===== src/rtl/sreg_pkg.sv =====
package sreg_pkg;
  localparam int SR_WORD_W    = 24;
  localparam int SR_ADDR_W    = 4;
  localparam int SR_DATA_W    = SR_WORD_W - SR_ADDR_W;
  localparam int SR_SLOTS     = 1 << SR_ADDR_W;
  localparam int SR_CAL_ADDR  = 0;
  localparam int SR_PWR_ADDR  = 5;
  localparam int SR_SRST_BIT  = 19;
  localparam int SR_PWR_BITS  = 7;
  localparam logic [SR_SLOTS-1:0] SR_IMPL_MASK = 16'h13FF;
endpackage


===== src/rtl/sreg_sync.sv =====
module sreg_sync #(
  parameter int W      = 3,
  parameter int STAGES = 2
) (
  input  logic         clk,
  input  logic         rst,
  input  logic [W-1:0] d,
  output logic [W-1:0] q
);
  logic [W-1:0] stg [STAGES];

  always_ff @(posedge clk) begin
    if (rst) begin
      for (int k = 0; k < STAGES; k++) stg[k] <= '0;
    end else begin
      stg[0] <= d;
      for (int k = 1; k < STAGES; k++) stg[k] <= stg[k-1];
    end
  end

  assign q = stg[STAGES-1];
endmodule


===== src/rtl/sreg_shifter.sv =====
module sreg_shifter #(
  parameter int WORD_W = 24,
  parameter int ADDR_W = 4,
  localparam int DATA_W = WORD_W - ADDR_W
) (
  input  logic              clk,
  input  logic              rst,
  input  logic              s_sclk,
  input  logic              s_sdat,
  input  logic              s_latch,
  output logic              wr_stb,
  output logic [ADDR_W-1:0] wr_addr,
  output logic [DATA_W-1:0] wr_data
);
  logic              sclk_d;
  logic              latch_d;
  logic [WORD_W-1:0] hold_q;
  logic              sclk_rise;
  logic              latch_rise;

  assign sclk_rise  = s_sclk & ~sclk_d;
  assign latch_rise = s_latch & ~latch_d;

  // Previous-value flops reset high so that no edge is seen right after reset.
  always_ff @(posedge clk) begin
    if (rst) begin
      sclk_d  <= 1'b1;
      latch_d <= 1'b1;
    end else begin
      sclk_d  <= s_sclk;
      latch_d <= s_latch;
    end
  end

  always_ff @(posedge clk) begin
    if (rst) begin
      hold_q <= '0;
    end else if (sclk_rise && !s_latch) begin
      hold_q <= {hold_q[WORD_W-2:0], s_sdat};
    end
  end

  always_ff @(posedge clk) begin
    if (rst) begin
      wr_stb  <= 1'b0;
      wr_addr <= '0;
      wr_data <= '0;
    end else begin
      wr_stb <= latch_rise;
      if (latch_rise) begin
        wr_addr <= hold_q[ADDR_W-1:0];
        wr_data <= hold_q[WORD_W-1:ADDR_W];
      end
    end
  end
endmodule


===== src/rtl/sreg_bank.sv =====
module sreg_bank #(
  parameter int ADDR_W   = 4,
  parameter int DATA_W   = 20,
  parameter logic [(1<<ADDR_W)-1:0] IMPL_MASK = 'h13FF,
  parameter int CAL_ADDR = 0,
  parameter int PWR_ADDR = 5,
  parameter int SRST_BIT = 19,
  parameter int PWR_BITS = 7,
  localparam int SLOTS   = 1 << ADDR_W
) (
  input  logic                    clk,
  input  logic                    rst,
  input  logic                    wr_stb,
  input  logic [ADDR_W-1:0]       wr_addr,
  input  logic [DATA_W-1:0]       wr_data,
  output logic [SLOTS*DATA_W-1:0] regs_flat,
  output logic [PWR_BITS-1:0]     pwr_en,
  output logic                    soft_rst,
  output logic                    cal_start
);
  localparam logic [DATA_W-1:0] SRST_ONLY = DATA_W'(1) << SRST_BIT;

  function automatic logic [DATA_W-1:0] slot_default(input int idx);
    logic [DATA_W-1:0] v;
    v = '0;
    if (idx != PWR_ADDR) v[DATA_W-1 -: ADDR_W] = ADDR_W'(idx);
    return v;
  endfunction

  logic in_srst;
  logic hit_srst;

  assign in_srst  = regs_flat[PWR_ADDR*DATA_W + SRST_BIT];
  assign hit_srst = wr_stb && (wr_addr == ADDR_W'(PWR_ADDR)) && wr_data[SRST_BIT];

  for (genvar i = 0; i < SLOTS; i++) begin : g_slot
    if (IMPL_MASK[i]) begin : g_impl
      localparam logic [DATA_W-1:0] DEF = slot_default(i);
      localparam logic [DATA_W-1:0] SRST_VAL = (i == PWR_ADDR) ? (DEF | SRST_ONLY) : DEF;
      logic [DATA_W-1:0] q;
      always_ff @(posedge clk) begin
        if (rst) begin
          q <= DEF;
        end else if (wr_stb) begin
          if (in_srst) begin
            // held in soft reset: only the release write to the power slot acts
            if ((i == PWR_ADDR) && (wr_addr == ADDR_W'(i)) && !wr_data[SRST_BIT]) q <= DEF;
          end else if (hit_srst) begin
            q <= SRST_VAL;
          end else if (wr_addr == ADDR_W'(i)) begin
            q <= wr_data;
          end
        end
      end
      assign regs_flat[i*DATA_W +: DATA_W] = q;
    end else begin : g_empty
      assign regs_flat[i*DATA_W +: DATA_W] = '0;
    end
  end

  always_ff @(posedge clk) begin
    if (rst) cal_start <= 1'b0;
    else     cal_start <= wr_stb && (wr_addr == ADDR_W'(CAL_ADDR)) && !in_srst;
  end

  assign pwr_en   = regs_flat[PWR_ADDR*DATA_W +: PWR_BITS];
  assign soft_rst = in_srst;
endmodule


===== src/rtl/sreg_load_if.sv =====
module sreg_load_if
  import sreg_pkg::*;
#(
  parameter int WORD_W      = SR_WORD_W,
  parameter int ADDR_W      = SR_ADDR_W,
  parameter int SYNC_STAGES = 2,
  parameter logic [(1<<ADDR_W)-1:0] IMPL_MASK = SR_IMPL_MASK,
  parameter int CAL_ADDR    = SR_CAL_ADDR,
  parameter int PWR_ADDR    = SR_PWR_ADDR,
  parameter int SRST_BIT    = SR_SRST_BIT,
  parameter int PWR_BITS    = SR_PWR_BITS
) (
  input  logic clk,
  input  logic rst,
  input  logic ser_clk,
  input  logic ser_data,
  input  logic ser_latch,
  output logic [(1<<ADDR_W)*(WORD_W-ADDR_W)-1:0] regs_flat,
  output logic [PWR_BITS-1:0] pwr_en,
  output logic soft_rst,
  output logic cal_start
);
  localparam int DATA_W = WORD_W - ADDR_W;

  logic [2:0]        s_lines;
  logic              wr_stb;
  logic [ADDR_W-1:0] wr_addr;
  logic [DATA_W-1:0] wr_data;

  sreg_sync #(.W(3), .STAGES(SYNC_STAGES)) i_sync (
    .clk (clk),
    .rst (rst),
    .d   ({ser_latch, ser_data, ser_clk}),
    .q   (s_lines)
  );

  sreg_shifter #(.WORD_W(WORD_W), .ADDR_W(ADDR_W)) i_shift (
    .clk     (clk),
    .rst     (rst),
    .s_sclk  (s_lines[0]),
    .s_sdat  (s_lines[1]),
    .s_latch (s_lines[2]),
    .wr_stb  (wr_stb),
    .wr_addr (wr_addr),
    .wr_data (wr_data)
  );

  sreg_bank #(
    .ADDR_W(ADDR_W), .DATA_W(DATA_W), .IMPL_MASK(IMPL_MASK), .CAL_ADDR(CAL_ADDR),
    .PWR_ADDR(PWR_ADDR), .SRST_BIT(SRST_BIT), .PWR_BITS(PWR_BITS)
  ) i_bank (
    .clk       (clk),
    .rst       (rst),
    .wr_stb    (wr_stb),
    .wr_addr   (wr_addr),
    .wr_data   (wr_data),
    .regs_flat (regs_flat),
    .pwr_en    (pwr_en),
    .soft_rst  (soft_rst),
    .cal_start (cal_start)
  );
endmodule


===== config.mk =====
export PLATFORM = sky130hd
export DESIGN_NAME = sreg_load_if
export DESIGN_NICKNAME = d
export VERILOG_FILES = /design/src/rtl/sreg_pkg.sv /design/src/rtl/sreg_sync.sv /design/src/rtl/sreg_shifter.sv /design/src/rtl/sreg_bank.sv /design/src/rtl/sreg_load_if.sv
export SDC_FILE = /design/constraint.sdc
export NUM_CORES = 1
export LEC_CHECK = 0
export BUFFER_PORTS_ARGS = -buffer_cell sky130_fd_sc_hd__buf_4
export CAP_MARGIN = 20
export CORE_MARGIN = 1
export CORE_UTILIZATION = 26
export DETAILED_ROUTE_END_ITERATION = 16
export SYNTH_ARGS = -nofsm -noshare
export SYNTH_HDL_FRONTEND = slang
export SYNTH_SLANG_ARGS = --single-unit
export TNS_END_PERCENT = 100

===== constraint.sdc =====
create_clock -name clk -period 2.15 [get_ports clk]
set_clock_uncertainty 0.05 [all_clocks]
set_input_delay 0.3225 -clock clk [delete_from_list [all_inputs] [get_ports clk]]
set_output_delay 0.3225 -clock clk [all_outputs]
set_load 0.1 [all_outputs]

; ---- After elaboration in Yosys (flattened, before gate mapping)
; Memory sizes are Yosys's and may differ from the RTL's.
; Index checks and enable logic that the tools add are counted.
[word_totals]
ff_bits = 272
ram_bits = 6
elab_cells = 99
in_bits = 5
mem_count = 1
out_inout_bits = 329
[op_classes]
bitwise_logic = 7
n_eq_ne = 11
reduce_logical = 32
muxes = 29
[memory_table]
columns = memory, words, word_bits, rd, rd_ports_with_merged_regs, wr, line_no
row1 = i_sync.stg, 2, 3, 2, 0, 2, sreg_sync.sv:10  ; logic [W-1:0] stg [STAGES];
[ops]
columns = cell, n
row1 = $mux 20, 24
row2 = $reduce_and 3->1, 11
row3 = $reduce_bool 2->1, 10
row4 = $eq 4x3->1 const B, 4
row5 = $eq 4x4->1 const B, 3
row6 = $eq 4x2->1 const B, 2
row7 = $logic_and 1x1->1, 6
row8 = $mux 3, 2
row9 = $eq 4x1->1 const B, 1
row10 = $logic_not 4->1, 1
row11 = $logic_not 1->1, 3
row12 = $mux 1, 3
row13 = $not 1->1, 3
row14 = $reduce_bool 3->1, 1
row15 = $and 1x1->1, 2
row16 = $ne 2x2->1 const B, 1
row17 = $or 1x1->1, 2

; ---- Depth between registers and ports, before layout
[depth]
word_depth = 5
depth_mapped = 6
depth_no_buf = 3

; ---- Modules after synthesis
; From an unflattened synthesis, not the netlist that was laid out.
[hier_totals]
hier_cells = 1111
hier_area_um2 = 10228.6
[by_module_without_submodules]
columns = mod, instances, cells_per_inst, area_each_um2, seq_area_each_um2
row1 = sreg_bank, 1, 877, 8289.2, 4424.2
row2 = sreg_shifter, 1, 219, 1759.2, 1021.0
row3 = sreg_sync, 1, 15, 180.2, 120.1

; ---- Worst setup path before layout
; No wires, ideal clock.
[synth_path]
path_type = flip-flop to flip-flop
startpoint = reg i_bank.g_slot[5].g_impl.q[19]
endpoint = reg i_bank.g_slot[2].g_impl.q[12]
stages_incl_launch_ff = 6
path_slack_ps = -98
setup_ps = 74
period_less_slack_ps = 2248
required_ps = 2026
n_path_buf = 2
t_arrival_ps = 2125
path_cell_list = dfxtp_1 clkbuf_2 and4bb_2 a32oi_1 buf_4 mux2i_1
[synth_via]
elab_chain_cells = 2
[synth_rtl]
columns = item, line_no
row1 = "start, declared", sreg_bank.sv:40  ; logic [DATA_W-1:0] q;
row2 = "start signal, assigned", sreg_bank.sv:51  ; q <= wr_data;
row3 = $not 1->1 (no line), n/a
row4 = $reduce_and 3->1 (no line), n/a
row5 = "end signal, assigned", sreg_bank.sv:51
row6 = "end, declared", sreg_bank.sv:40
; No other way between the ends.
; A chain may end at the register's enable or synchronous reset.

; ---- Worst setup path in the final report
[layout_path]
startpoint = reg i_shift.wr_addr[1]
endpoint = reg i_bank.g_slot[6].g_impl.q[19]
[layout_via]
elab_chain_cells = 5
elab_cells_between_ends = 7
classes_between = 2 x eq/ne / 1 x mux / 4 x reduce/logical
[layout_rtl]
columns = item, line_no
row1 = "start, declared", sreg_shifter.sv:12  ; output logic [ADDR_W-1:0] wr_addr,
row2 = "start signal, assigned", sreg_shifter.sv:51  ; wr_addr <= hold_q[ADDR_W-1:0];
row3 = $eq 4x3->1, sreg_bank.sv:34  ; assign hit_srst = wr_stb && (wr_addr == ADDR_W'(PWR_ADDR)) && wr_data[SRST_BIT];
row4 = $logic_and 1x1->1 (2 in a row), sreg_bank.sv:34
row5 = $reduce_bool 2->1 (no line), n/a
row6 = $reduce_and 3->1 (no line), n/a
row7 = "end signal, assigned", sreg_bank.sv:51
row8 = "end, declared", sreg_bank.sv:40
; Parallel ways exist; a longest one is shown, timed or not.

==> summary.md <==
| Metric | Value |
|---|---|
| Initial Utilization | 26.6% |
| Slowest-stage cell, CP | dfxtp_1 |
| Die ar. | 42900 um^2 |
| Slew HR | 29.1% |
| Worst-skew pair later-pin latency | 0.59 ns |
| Cell Rows | 74 |
| Worst-path clk slew | 0.07 ns |
| Launch point of the worst reg-to-reg path | i_shift.wr_addr[1] |
| Antenna violations before repair | 0 |
| Maximum vdd drop | 0.585 mV |
| Worst min path class | primary input to flip-flop |
| Seq cells post-synth | 278 |
| Netlist cell types | 45 |
| Worst Max-Slew Pin Slew | 1.06 ns |
| Largest net degree at the start of global routing | 76 |
| Num CTS Buffers | 31 |
| Clock sink count | 278 |
| Critical path launch point | i_shift.wr_addr[1] |
| Largest family of logic cells by synthesized area | multiplexers |
| Worst setup endpoint | i_bank.g_slot[6].g_impl.q[19] |
| Post-synth top area share | 50.9% |
| Reg2Reg Depth | 5 |
| Final instance area | 14100 um^2 |
| Die W | 207 um |
| CTS tree | done |
| Post-CTS setup buffers | 0 |
| Static Leak | 6.88 nW |
| EDFF count, synth | 0 |
| Complex-gate fraction of the synthesized area | 8.84% |
| Setup violators final | 0 |
| RD Place Congestion | 0.749 |
| CP Class | flip-flop to flip-flop |
| Longest Clk Path Bufs | 3 |
| Vias in the first global route | 7710 |
| Unrepaired setup endpoints after global routing | no |
| Core Box Area | 41200 um^2 |
| Synth top area cells | dfxtp_1 (51%), mux2i_1 (17%), nand2_1 (9.0%) |
| CP Cell Sequence | buf_4 > and4b_2 > o211ai_1 > buf_4 > mux2i_1 |
| Area delta synth->final | 29.0% |
| DRT iter0 DRCs | 422 |
| Period minus WS final | 1.91 ns |
| All-Layer GR Usage | 14.4% |
| Routed vias/inst | 4.32 |
| Post-Synth Simple-Gate Area | 12.5% |
| Setup TNS | 0 ns |
| Status | completed |
| Post-Route WL | 32200 um |
| Average wire per standard cell | 17.2 um |
| Critical Path Sink Type | flip-flop |
| HPWL after DPL | 22000 um |
| Antenna viol nets, final | 0 |
| Clock Root Buffer | clkbuf_16 |
| First-pass GRT wire length | 48000 um |
| CP arrival | 2.35 ns |
| Top cell by count, worst path | buf_4 |
| Reg-to-reg critical path endpoint | i_bank.g_slot[6].g_impl.q[19] |
| Max Slew Vio Count | 0 |
| H-tree Lvls | 1 |
| Mux cell area share after synthesis | 16.6% |
| Post-synth design cell area | 10900 um^2 |
| Max_cap viols | 0 |
| Count leader, synth | dfxtp_1 |
| Max incr delay on CP | 0.51 ns |
| Share of layout cells above drive strength 1 | 27.2% |
| DR DRC count | 0 |
| Number of placed I/O pins | 334 |
| Post-synthesis instance total | 1092 |
| Xor/xnor share of the synthesized area | 0% |
| Pre-antenna DRT Iters | 4 |
| Reg2reg setup slack | 0.24 ns |
| Dpl cell area | 13000 um^2 |
| CP Max Fanout | 10 |
| PortBufs | 233 |
| Maximum clock rate | 525 MHz |
| Inserted Diodes | 0 |
| Syn_area_per_cell | 10.0 um^2 |
| Synthesis warning total | 0 |
| Ys flop type | dfxtp_1 |
| Final hold vios | 0 |
| Nets | 1324 |
| Total gr overflow | 0 |
| Sequential-to-total area share from yosys stat | 50.9% |
| Post-synth top area cell | dfxtp_1 |
| Routed vias | 8096 |
| Required @ worst endpoint | 2.59 ns |
| Async S/R FF share, synth | 0% |
| Crit path launch type | flip-flop |
| Synth cell count leaders | dfxtp_1 (278), nand2_1 (263), mux2i_1 (181), buf_4 (121), a21oi_1 (48) |
| Die H | 207 um |
| Synth Area in Adders | 0% |
| Final Cycle Share | 88.7% |
| PwrDens | 828 nW/um^2 |
| Count of cells resized by post-cts repair | 0 |
==> flip-flops by register name (all words and copies together) (netlist names) <==
register	flops
i_sync.stg	6
i_bank.cal_start	1
i_shift.wr_data	20
i_shift.latch_d	1
i_shift.sclk_d	1
i_shift.wr_addr	4
i_shift.hold_q	24
i_bank.g_slot.g_impl.q	220
i_shift.wr_stb	1
==> worst min-delay path by stage <==
| stage | start | endpoint | slack, ns | cells past startpoint |
|---|---|---|---|---|
| 6_report | rst | i_bank.g_slot[6].g_impl.q[16] | 0.13 | 4 |
| 5_1_grt | rst | i_bank.g_slot[6].g_impl.q[16] | 0.12 | 4 |
| 4_1_cts | rst | i_bank.g_slot[6].g_impl.q[16] | 0.08 | 4 |
| 3_5_place_dp | i_sync.stg[0][1] | i_sync.stg[0][4] | 0.38 | 1 |
| 3_3_place_gp | i_sync.stg[0][2] | i_sync.stg[0][5] | 0.38 | 1 |
| 2_1_floorplan | i_sync.stg[0][0] | i_sync.stg[0][3] | 0.36 | 1 |
==> cell usage in the layout, fill, tap and decap left out, types with 5 or more instances in the layout <==
cell type    n
dfxtp_1    277
a21oi_1     48
a32o_1      19
buf_12       7
clkbuf_16   31
nand2_1    263
o211ai_2    18
buf_4      271
conb_1     100
clkbuf_1     5
nor2b_1     11
nor2_1      19
inv_1        5
a22o_1      19
clkbuf_8     7
mux2i_1    181
==> critical path, delay by kind of cell, from the launching register on <==
| kind | cells | cell delay [ns] |
|---|---|---|
| mux | 1 | 0.23 |
| flops | 1 | 0.51 |
| buf+inv | 2 | 0.54 |
| compound gates | 1 | 0.28 |
| simple gates | 1 | 0.22 |
==> cell families (layout without fill, tap and decap cells) <==
logic type | after synthesis | in the layout
simple gates | 318 | 318
flops | 278 | 278
buf+inv | 192 | 342
mux | 181 | 181
compound gates | 122 | 122
other cells | 1 | 100
==> metrics by stage <==
| step | power (mW) | instances | setup slack [ns] | hold slack (ns) | util (%) |
|---|---|---|---|---|---|
| after floorplan | 6.28 | 1191 | 0.245 | 0.364 | - |
| after global placement | 6.20 | 1815 | 0.301 | 0.381 | 31.6 |
| after detailed placement | 6.20 | 1815 | 0.248 | 0.380 | 31.6 |
| after CTS | 11.8 | 1873 | 0.220 | 0.0834 | 34.3 |
| after global routing | 12.0 | 1873 | 0.0983 | 0.122 | 34.3 |
| final | 11.7 | 1873 | 0.244 | 0.126 | 34.3 |
==> cell type report <==
type                    count  area [um^2]
fillers                  4148        27100
flip-flops and latches    278         5570
multi-input cells         721         4570
repair buffers            281         2200
clock buffers              43          891
well taps                 532          666
clock inverters            12          190
inverters                   6         27.5
==> where the power goes <==
group / internal [mW] / leakage, nW / switching [mW] / total (mW)
sequential: 5.16 / 2.24 / 0.00428 / 5.16
combinational: 0.0448 / 4.12 / 0.888 / 0.932
clock: 3.37 / 0.521 / 2.21 / 5.59
total: 8.58 / 6.88 / 3.10 / 11.7
==> routing by layer <==
layer,up-vias,global-route usage (%),part of all wire (%)
met5,-,0,0
met4,0,3.71,2.1
met3,47,2.79,5.2
met2,222,24.0,48
met1,3904,18.9,45
li1,3923,-,-
==> repair_timing <==
action | CTS | global route
hold endpoints to repair | 3 | 0
endpoints found under the setup margin | 0 | 0
hold buffers | 3 | 0
Note: power is estimated with default switching activity, not from simulation.
